### src/rtl/blit_rop_pkg.sv
package blit_rop_pkg;

  localparam int CMD_W   = 32;
  localparam int FIELD_W = 6;
  localparam int OP2_LSB = 24;
  localparam int OP1_LSB = 18;

  typedef enum logic [3:0] {
    FN_ZERO   = 4'h0,
    FN_PASS_A = 4'h1,
    FN_PASS_B = 4'h2,
    FN_AND    = 4'h3,
    FN_OR     = 4'h4,
    FN_XOR    = 4'h5,
    FN_ADD    = 4'h6,
    FN_SUB    = 4'h7,
    FN_MUL    = 4'h8,
    FN_ONES   = 4'hF
  } rop_fn_e;

  typedef struct packed {
    logic       inv_a;
    logic       inv_b;
    logic [3:0] fn;
  } rop_code_t;

endpackage

### src/rtl/blit_rst_sync.sv
module blit_rst_sync (
  input  logic clk,
  input  logic rst_n,
  output logic rst_sync_n
);

  logic meta_q;
  logic meta_d;

  always_comb meta_d = 1'b1;

  always_ff @(posedge clk or negedge rst_n) begin
    if (!rst_n) begin
      meta_q     <= 1'b0;
      rst_sync_n <= 1'b0;
    end else begin
      meta_q     <= meta_d;
      rst_sync_n <= meta_q;
    end
  end

endmodule

### src/rtl/blit_rop_alu.sv
module blit_rop_alu
  import blit_rop_pkg::*;
#(
  parameter int PIX_W = 8
) (
  input  rop_code_t          code,
  input  logic [PIX_W-1:0]   a_in,
  input  logic [PIX_W-1:0]   b_in,
  output logic [PIX_W-1:0]   res
);

  localparam int SUM_W  = PIX_W + 1;
  localparam int PROD_W = 2 * PIX_W;

  logic [PIX_W-1:0]  opa;
  logic [PIX_W-1:0]  opb;
  logic [SUM_W-1:0]  sum;
  logic [SUM_W-1:0]  diff;
  logic [PROD_W-1:0] prod;

  // operand conditioning
  always_comb begin
    opa = code.inv_a ? ~a_in : a_in;
    opb = code.inv_b ? ~b_in : b_in;
  end

  // wide arithmetic kept one bit (or one word) above the pixel
  always_comb begin
    sum  = {1'b0, opa} + {1'b0, opb};
    diff = {1'b0, opa} - {1'b0, opb};
    prod = PROD_W'(opa) * PROD_W'(opb);
  end

  // function select with clamping back to the pixel width
  always_comb begin
    case (code.fn)
      FN_ZERO:   res = '0;
      FN_PASS_A: res = opa;
      FN_PASS_B: res = opb;
      FN_AND:    res = opa & opb;
      FN_OR:     res = opa | opb;
      FN_XOR:    res = opa ^ opb;
      FN_ADD:    res = sum[PIX_W] ? {PIX_W{1'b1}} : sum[PIX_W-1:0];
      FN_SUB:    res = diff[PIX_W] ? {PIX_W{1'b0}} : diff[PIX_W-1:0];
      FN_MUL:    res = prod[PROD_W-1 -: PIX_W];
      FN_ONES:   res = {PIX_W{1'b1}};
      default:   res = opa;
    endcase
  end

endmodule

### src/rtl/blit_rop_stage.sv
module blit_rop_stage
  import blit_rop_pkg::*;
#(
  parameter int PIX_W = 8
) (
  input  logic             clk,
  input  logic             rst_n,
  input  logic             in_valid,
  input  rop_code_t        code,
  input  logic [PIX_W-1:0] a_pix,
  input  logic [PIX_W-1:0] b_pix,
  output logic             out_valid,
  output logic [PIX_W-1:0] out_pix
);

  logic [PIX_W-1:0] res_d;
  logic             valid_d;
  logic             load_en;

  blit_rop_alu #(.PIX_W(PIX_W)) u_alu (
    .code (code),
    .a_in (a_pix),
    .b_in (b_pix),
    .res  (res_d)
  );

  always_comb begin
    valid_d = in_valid;
    load_en = in_valid;
  end

  always_ff @(posedge clk or negedge rst_n) begin
    if (!rst_n) out_valid <= 1'b0;
    else        out_valid <= valid_d;
  end

  always_ff @(posedge clk) begin
    if (load_en) out_pix <= res_d;
  end

endmodule

### src/rtl/blit_rop_pipe.sv
module blit_rop_pipe
  import blit_rop_pkg::*;
#(
  parameter int PIX_W = 8
) (
  input  logic             clk,
  input  logic             rst_n,
  input  logic             in_valid,
  input  logic [31:0]      cmd,
  input  logic [PIX_W-1:0] tgt_pix,
  input  logic [PIX_W-1:0] src1_pix,
  input  logic [PIX_W-1:0] src2_pix,
  output logic             out_valid,
  output logic [PIX_W-1:0] out_pix
);

  logic             rst_sync_n;
  rop_code_t        first_code;
  rop_code_t        second_code_d;
  rop_code_t        second_code_q;
  logic [PIX_W-1:0] src2_q;
  logic             mid_valid;
  logic [PIX_W-1:0] mid_pix;
  logic             side_en;

  blit_rst_sync u_rst_sync (
    .clk        (clk),
    .rst_n      (rst_n),
    .rst_sync_n (rst_sync_n)
  );

  // command decode
  always_comb begin
    first_code    = rop_code_t'(cmd[OP1_LSB +: FIELD_W]);
    second_code_d = rop_code_t'(cmd[OP2_LSB +: FIELD_W]);
    side_en       = in_valid;
  end

  // second opcode and second source travel beside stage one
  always_ff @(posedge clk) begin
    if (side_en) begin
      second_code_q <= second_code_d;
      src2_q        <= src2_pix;
    end
  end

  blit_rop_stage #(.PIX_W(PIX_W)) u_stage_first (
    .clk       (clk),
    .rst_n     (rst_sync_n),
    .in_valid  (in_valid),
    .code      (first_code),
    .a_pix     (tgt_pix),
    .b_pix     (src1_pix),
    .out_valid (mid_valid),
    .out_pix   (mid_pix)
  );

  blit_rop_stage #(.PIX_W(PIX_W)) u_stage_second (
    .clk       (clk),
    .rst_n     (rst_sync_n),
    .in_valid  (mid_valid),
    .code      (second_code_q),
    .a_pix     (mid_pix),
    .b_pix     (src2_q),
    .out_valid (out_valid),
    .out_pix   (out_pix)
  );

endmodule

### config.mk
export PLATFORM = sky130hd
export DESIGN_NAME = blit_rop_pipe
export DESIGN_NICKNAME = d
export VERILOG_FILES = /design/src/rtl/blit_rop_pkg.sv /design/src/rtl/blit_rst_sync.sv /design/src/rtl/blit_rop_alu.sv /design/src/rtl/blit_rop_stage.sv /design/src/rtl/blit_rop_pipe.sv
export SDC_FILE = /design/constraint.sdc
export NUM_CORES = 1
export LEC_CHECK = 0
export CORE_MARGIN = 8
export CORE_UTILIZATION = 35
export CTS_BUF_LIST = sky130_fd_sc_hd__clkbuf_8
export DETAILED_ROUTE_END_ITERATION = 10
export PLACE_DENSITY_LB_ADDON = 0.3
export REMOVE_ABC_BUFFERS = 1
export SKIP_LAST_GASP = 1
export SYNTH_ARGS = -nofsm -noshare
export SYNTH_HDL_FRONTEND = slang
export SYNTH_SLANG_ARGS = --single-unit
export TNS_END_PERCENT = 100
### constraint.sdc
create_clock -name clk -period 0.8 [get_ports clk]
set_input_delay 0.08 -clock clk [delete_from_list [all_inputs] [get_ports clk]]
set_output_delay 0.08 -clock clk [all_outputs]
set_load 0.03 [all_outputs]
==> impl_metrics.py <==
metrics = {
    "layout": {
        "syn2layout_area_growth_pct": 49.9,
        "stdcell_count": 1521,
        "finish.instance_area_um2": 11600,
        "nets": 1487,
        "antenna_cells": 0,
        "drive_gt1_frac": 0.358,
        "num-fill-cells": 2001,
        "multi_input_area_um2": 6810,
        "regArea_um2": 1000,
    },
    "route": {
        "wirelength_um": 25700,
        "remaining_drc_errors": 0,
        "avgRoutedWirePerCell_um": 16.9,
        "final_antenna_net_count": 0,
        "first_iter_violations": 418,
        "viasPerCell": 5.11,
        "vias": 7776,
        "drtPass1Iterations": 5,
    },
    "placement": {
        "gp_congestion": 0.925,
        "pre_cts_ws_ns": -4.60,
        "io_buffers": 47,
        "placedInstanceArea_um2": 10200,
        "dpl.hpwl_um": 20200,
        "placed_cells": 1469,
    },
    "power": {
        "power_mw": 42.3,
        "pwr-share-clk": 0.049,
        "p_per_area_nw_per_um2": 3660,
        "p_leak_nw": 5.50,
        "p_int_mw": 22.4,
        "seq_power_share": 0.058,
        "ir_drop_uv": 3460,
        "p_switching_mw": 19.8,
        "pwr-share-comb": 0.894,
        "switching_share": 0.469,
    },
    "timing": {
        "setup_viol": 30,
        "skew_ns": 0.00824,
        "worstMarginPinSlew_ns": 0.630,
        "min_period_ns": 5.01,
        "slew_viol_final": 0,
        "setup_slack_ns": -4.21,
        "rsz0062_at_grt": "yes",
        "hold_violations": 0,
        "post-route-period-util": 6.26,
        "slew_headroom": 0.579,
        "fmax_mhz": 200,
    },
    "worst_setup_path": {
        "crit_arrival_ns": 5.07,
        "r2r_slack_ns": -4.21,
        "cp-end-kind": "register",
        "worstRegToRegCells": 17,
        "critPathLaunchType": "register",
        "cp_max_fo": 7,
        "worstReg2RegEnd": "u_stage_second.out_pix[7]",
        "critPathKind": "reg2reg",
        "critical_path_required_ns": 0.86,
        "regToRegStartpoint": "second_code_q[4]",
    },
    "logic_synthesis": {
        "syn_area_um2": 7710,
        "synth_edf_count": 30,
        "synth_flop_cell": "edfxtp_1",
        "async_flop_share": 0.118,
        "synth_area_per_cell_um2": 8.34,
        "synth_seq_cells": 34,
        "syn_inst": 925,
        "yosys.cell_types.count": 76,
        "ys_warn_count": 0,
        "synth.yosys.seq_area_share": 0.130,
    },
    "global_route": {
        "grt_pass1_vias": 7888,
        "track_usage": 0.186,
        "overflow": 0,
        "antenna_found_initial": 0,
        "grt_pass1_wl_um": 40100,
        "grt_max_degree": 24,
    },
    "floorplan": {
        "placementRows": 54,
        "io_pins": 68,
        "dieArea_um2": 27000,
        "dieHeight_um": 164,
        "core_um2": 21800,
        "initial_utilization": 0.354,
        "die_w_um": 164,
    },
    "cts": {
        "htree_levels": 2,
        "clock_latency_ns": 0.31,
        "cts_buffers": 5,
        "cts_root_buffer": "clkbuf_8",
        "clk_pin_slew_ns": 0.09,
        "cts_max_path_buffers": 2,
        "clock_sinks": 34,
        "cts_tree": "yes",
    },
    "min_path": {
        "hold_class": "reg2async",
    },
    "status": {
        "violations": "negative setup slack",
        "status": "finished with violations",
    },
    "job": {
        "cap_viol_max_count": 0,
    },
}
## routing by layer
layer / track usage / wire length [µm] / up-vias
li1: - / - / 3772
met1: 0.227 / 10800 / 3771
met2: 0.330 / 13300 / 185
met3: 0.0202 / 883 / 48
met4: 0.0778 / 699 / 0
met5: 0 / 0 / -
## stage by stage
step / setup TNS (ns) / utilization / hold WS, ns
2_1_floorplan: -63.94 / - / -0.216
3_3_place_gp: -75.42 / 0.470 / 0.0174
3_5_place_dp: -76.81 / 0.470 / 0.0193
4_1_cts: -61.54 / 0.514 / 0.0278
5_1_grt: -63.86 / 0.531 / 0.0318
6_report: -60.89 / 0.531 / 0.0232
## Yosys cell counts (8+ instances only)
master / number / area [µm²]
a21oi_1: 49 / 245
a22oi_1: 8 / 60.1
clkbuf_1: 21 / 78.8
edfxtp_1: 30 / 901
fa_1: 74 / 1480
ha_1: 114 / 1430
inv_1: 129 / 484
nand2_1: 54 / 203
nand2b_1: 18 / 113
nand3_1: 11 / 55.1
nor2_1: 141 / 529
nor2b_1: 11 / 68.8
nor3_1: 14 / 70.1
nor3b_1: 8 / 60.1
o21ai_0: 34 / 170
o22ai_1: 15 / 93.8
xnor2_1: 28 / 245
xor2_1: 24 / 210
## worst max-delay path, stage by stage, from the launching register on
cell       delay [ns]
edfxtp_1         0.38
buf_6            0.17
xor2_2           0.17
buf_4            0.16
nand2_2          0.07
fa_1             0.52
fa_1             0.49
inv_1            0.05
fa_1             0.49
fa_1             0.45
ha_4             0.29
and4b_1          0.21
o2111ai_2        0.15
o2111ai_4        0.29
a41o_1           0.32
nand2_4          0.07
mux2i_1          0.11
or3_1            0.36
## cell families (layout without fill, tap and decap cells)
logic type / count (synthesis) / in the layout / synth area share
buf+inv: 162 / 478 / 0.0815
simple gates: 289 / 289 / 0.173
xor+xnor: 52 / 52 / 0.0591
compound gates: 196 / 196 / 0.175
other cells: 1 / 1 / 0.000486
fa+ha+maj: 188 / 188 / 0.377
flops: 34 / 34 / 0.130
mux: 3 / 3 / 0.00389
## flip-flops by register name, summed over array words and instances (netlist names)
name,cells
src2_q,8
u_stage_first.out_pix,8
u_rst_sync.rst_sync_n,1
u_rst_sync.meta_q,1
second_code_q,6
u_stage_first.out_valid,1
u_stage_second.out_pix,8
u_stage_second.out_valid,1
## worst max path at each step
stage | from | to | slack, ns
after floorplan | second_code_q[5] | u_stage_second.out_pix[7] | -4.44
after global placement | cmd[22] | u_stage_first.out_pix[7] | -4.47
after detailed placement | cmd[22] | u_stage_first.out_pix[5] | -4.60
after CTS | second_code_q[5] | u_stage_second.out_pix[7] | -4.19
after global routing | second_code_q[4] | u_stage_second.out_pix[7] | -4.32
final | second_code_q[4] | u_stage_second.out_pix[7] | -4.21
## final cells by class
class                           count  area share
Multi-Input combinational cell    729       0.589
Inverter                          134      0.0442
Sequential cell                    34      0.0867
Clock inverter                      3     0.00596
Tap cell                          280      0.0303
Timing Repair Buffer              336       0.237
Clock buffer                        5     0.00596
## cell usage in the layout, fill, tap and decap left out, drive strengths merged, types with 7 or more instances in the layout
master | synthesis | routed
a21oi | 49 | 49
a22oi | 8 | 8
buf | 7 | 299
clkbuf | 21 | 12
clkdlybuf4s50 | 0 | 23
edfxtp | 30 | 30
fa | 74 | 74
ha | 114 | 114
inv | 129 | 131
nand2 | 55 | 55
nand2b | 18 | 18
nand3 | 11 | 11
nor2 | 141 | 141
nor2b | 11 | 11
nor3 | 14 | 14
nor3b | 8 | 8
o211ai | 7 | 7
o21ai | 34 | 34
o21bai | 7 | 7
o221ai | 7 | 7
o22ai | 15 | 15
xnor2 | 28 | 28
xor2 | 24 | 24
## power groups by stage
stage / Combinational, mW / Clock (mW) / Sequential (mW)
detailed placement: 29.9 / 0 / 2.39
CTS: 34.2 / 2.12 / 2.41
finish: 37.8 / 2.07 / 2.43
global placement: 29.5 / 0 / 2.38
floorplan: 17.8 / 0 / 2.66
global route: 41.4 / 2.14 / 2.47
## repair_timing
| item | in CTS | in global routing |
|---|---|---|
| pin swaps | 71 | 66 |
| resized for setup | 146 | 90 |
| hold buffers | 1 | 0 |
| hold endpoints to repair | 2 | 0 |
| setup buffers | 33 | 15 |
| gates cloned | 1 | 0 |
| setup endpoints to repair | 33 | 33 |
No activity file was read; power rests on OpenSTA's default activity.
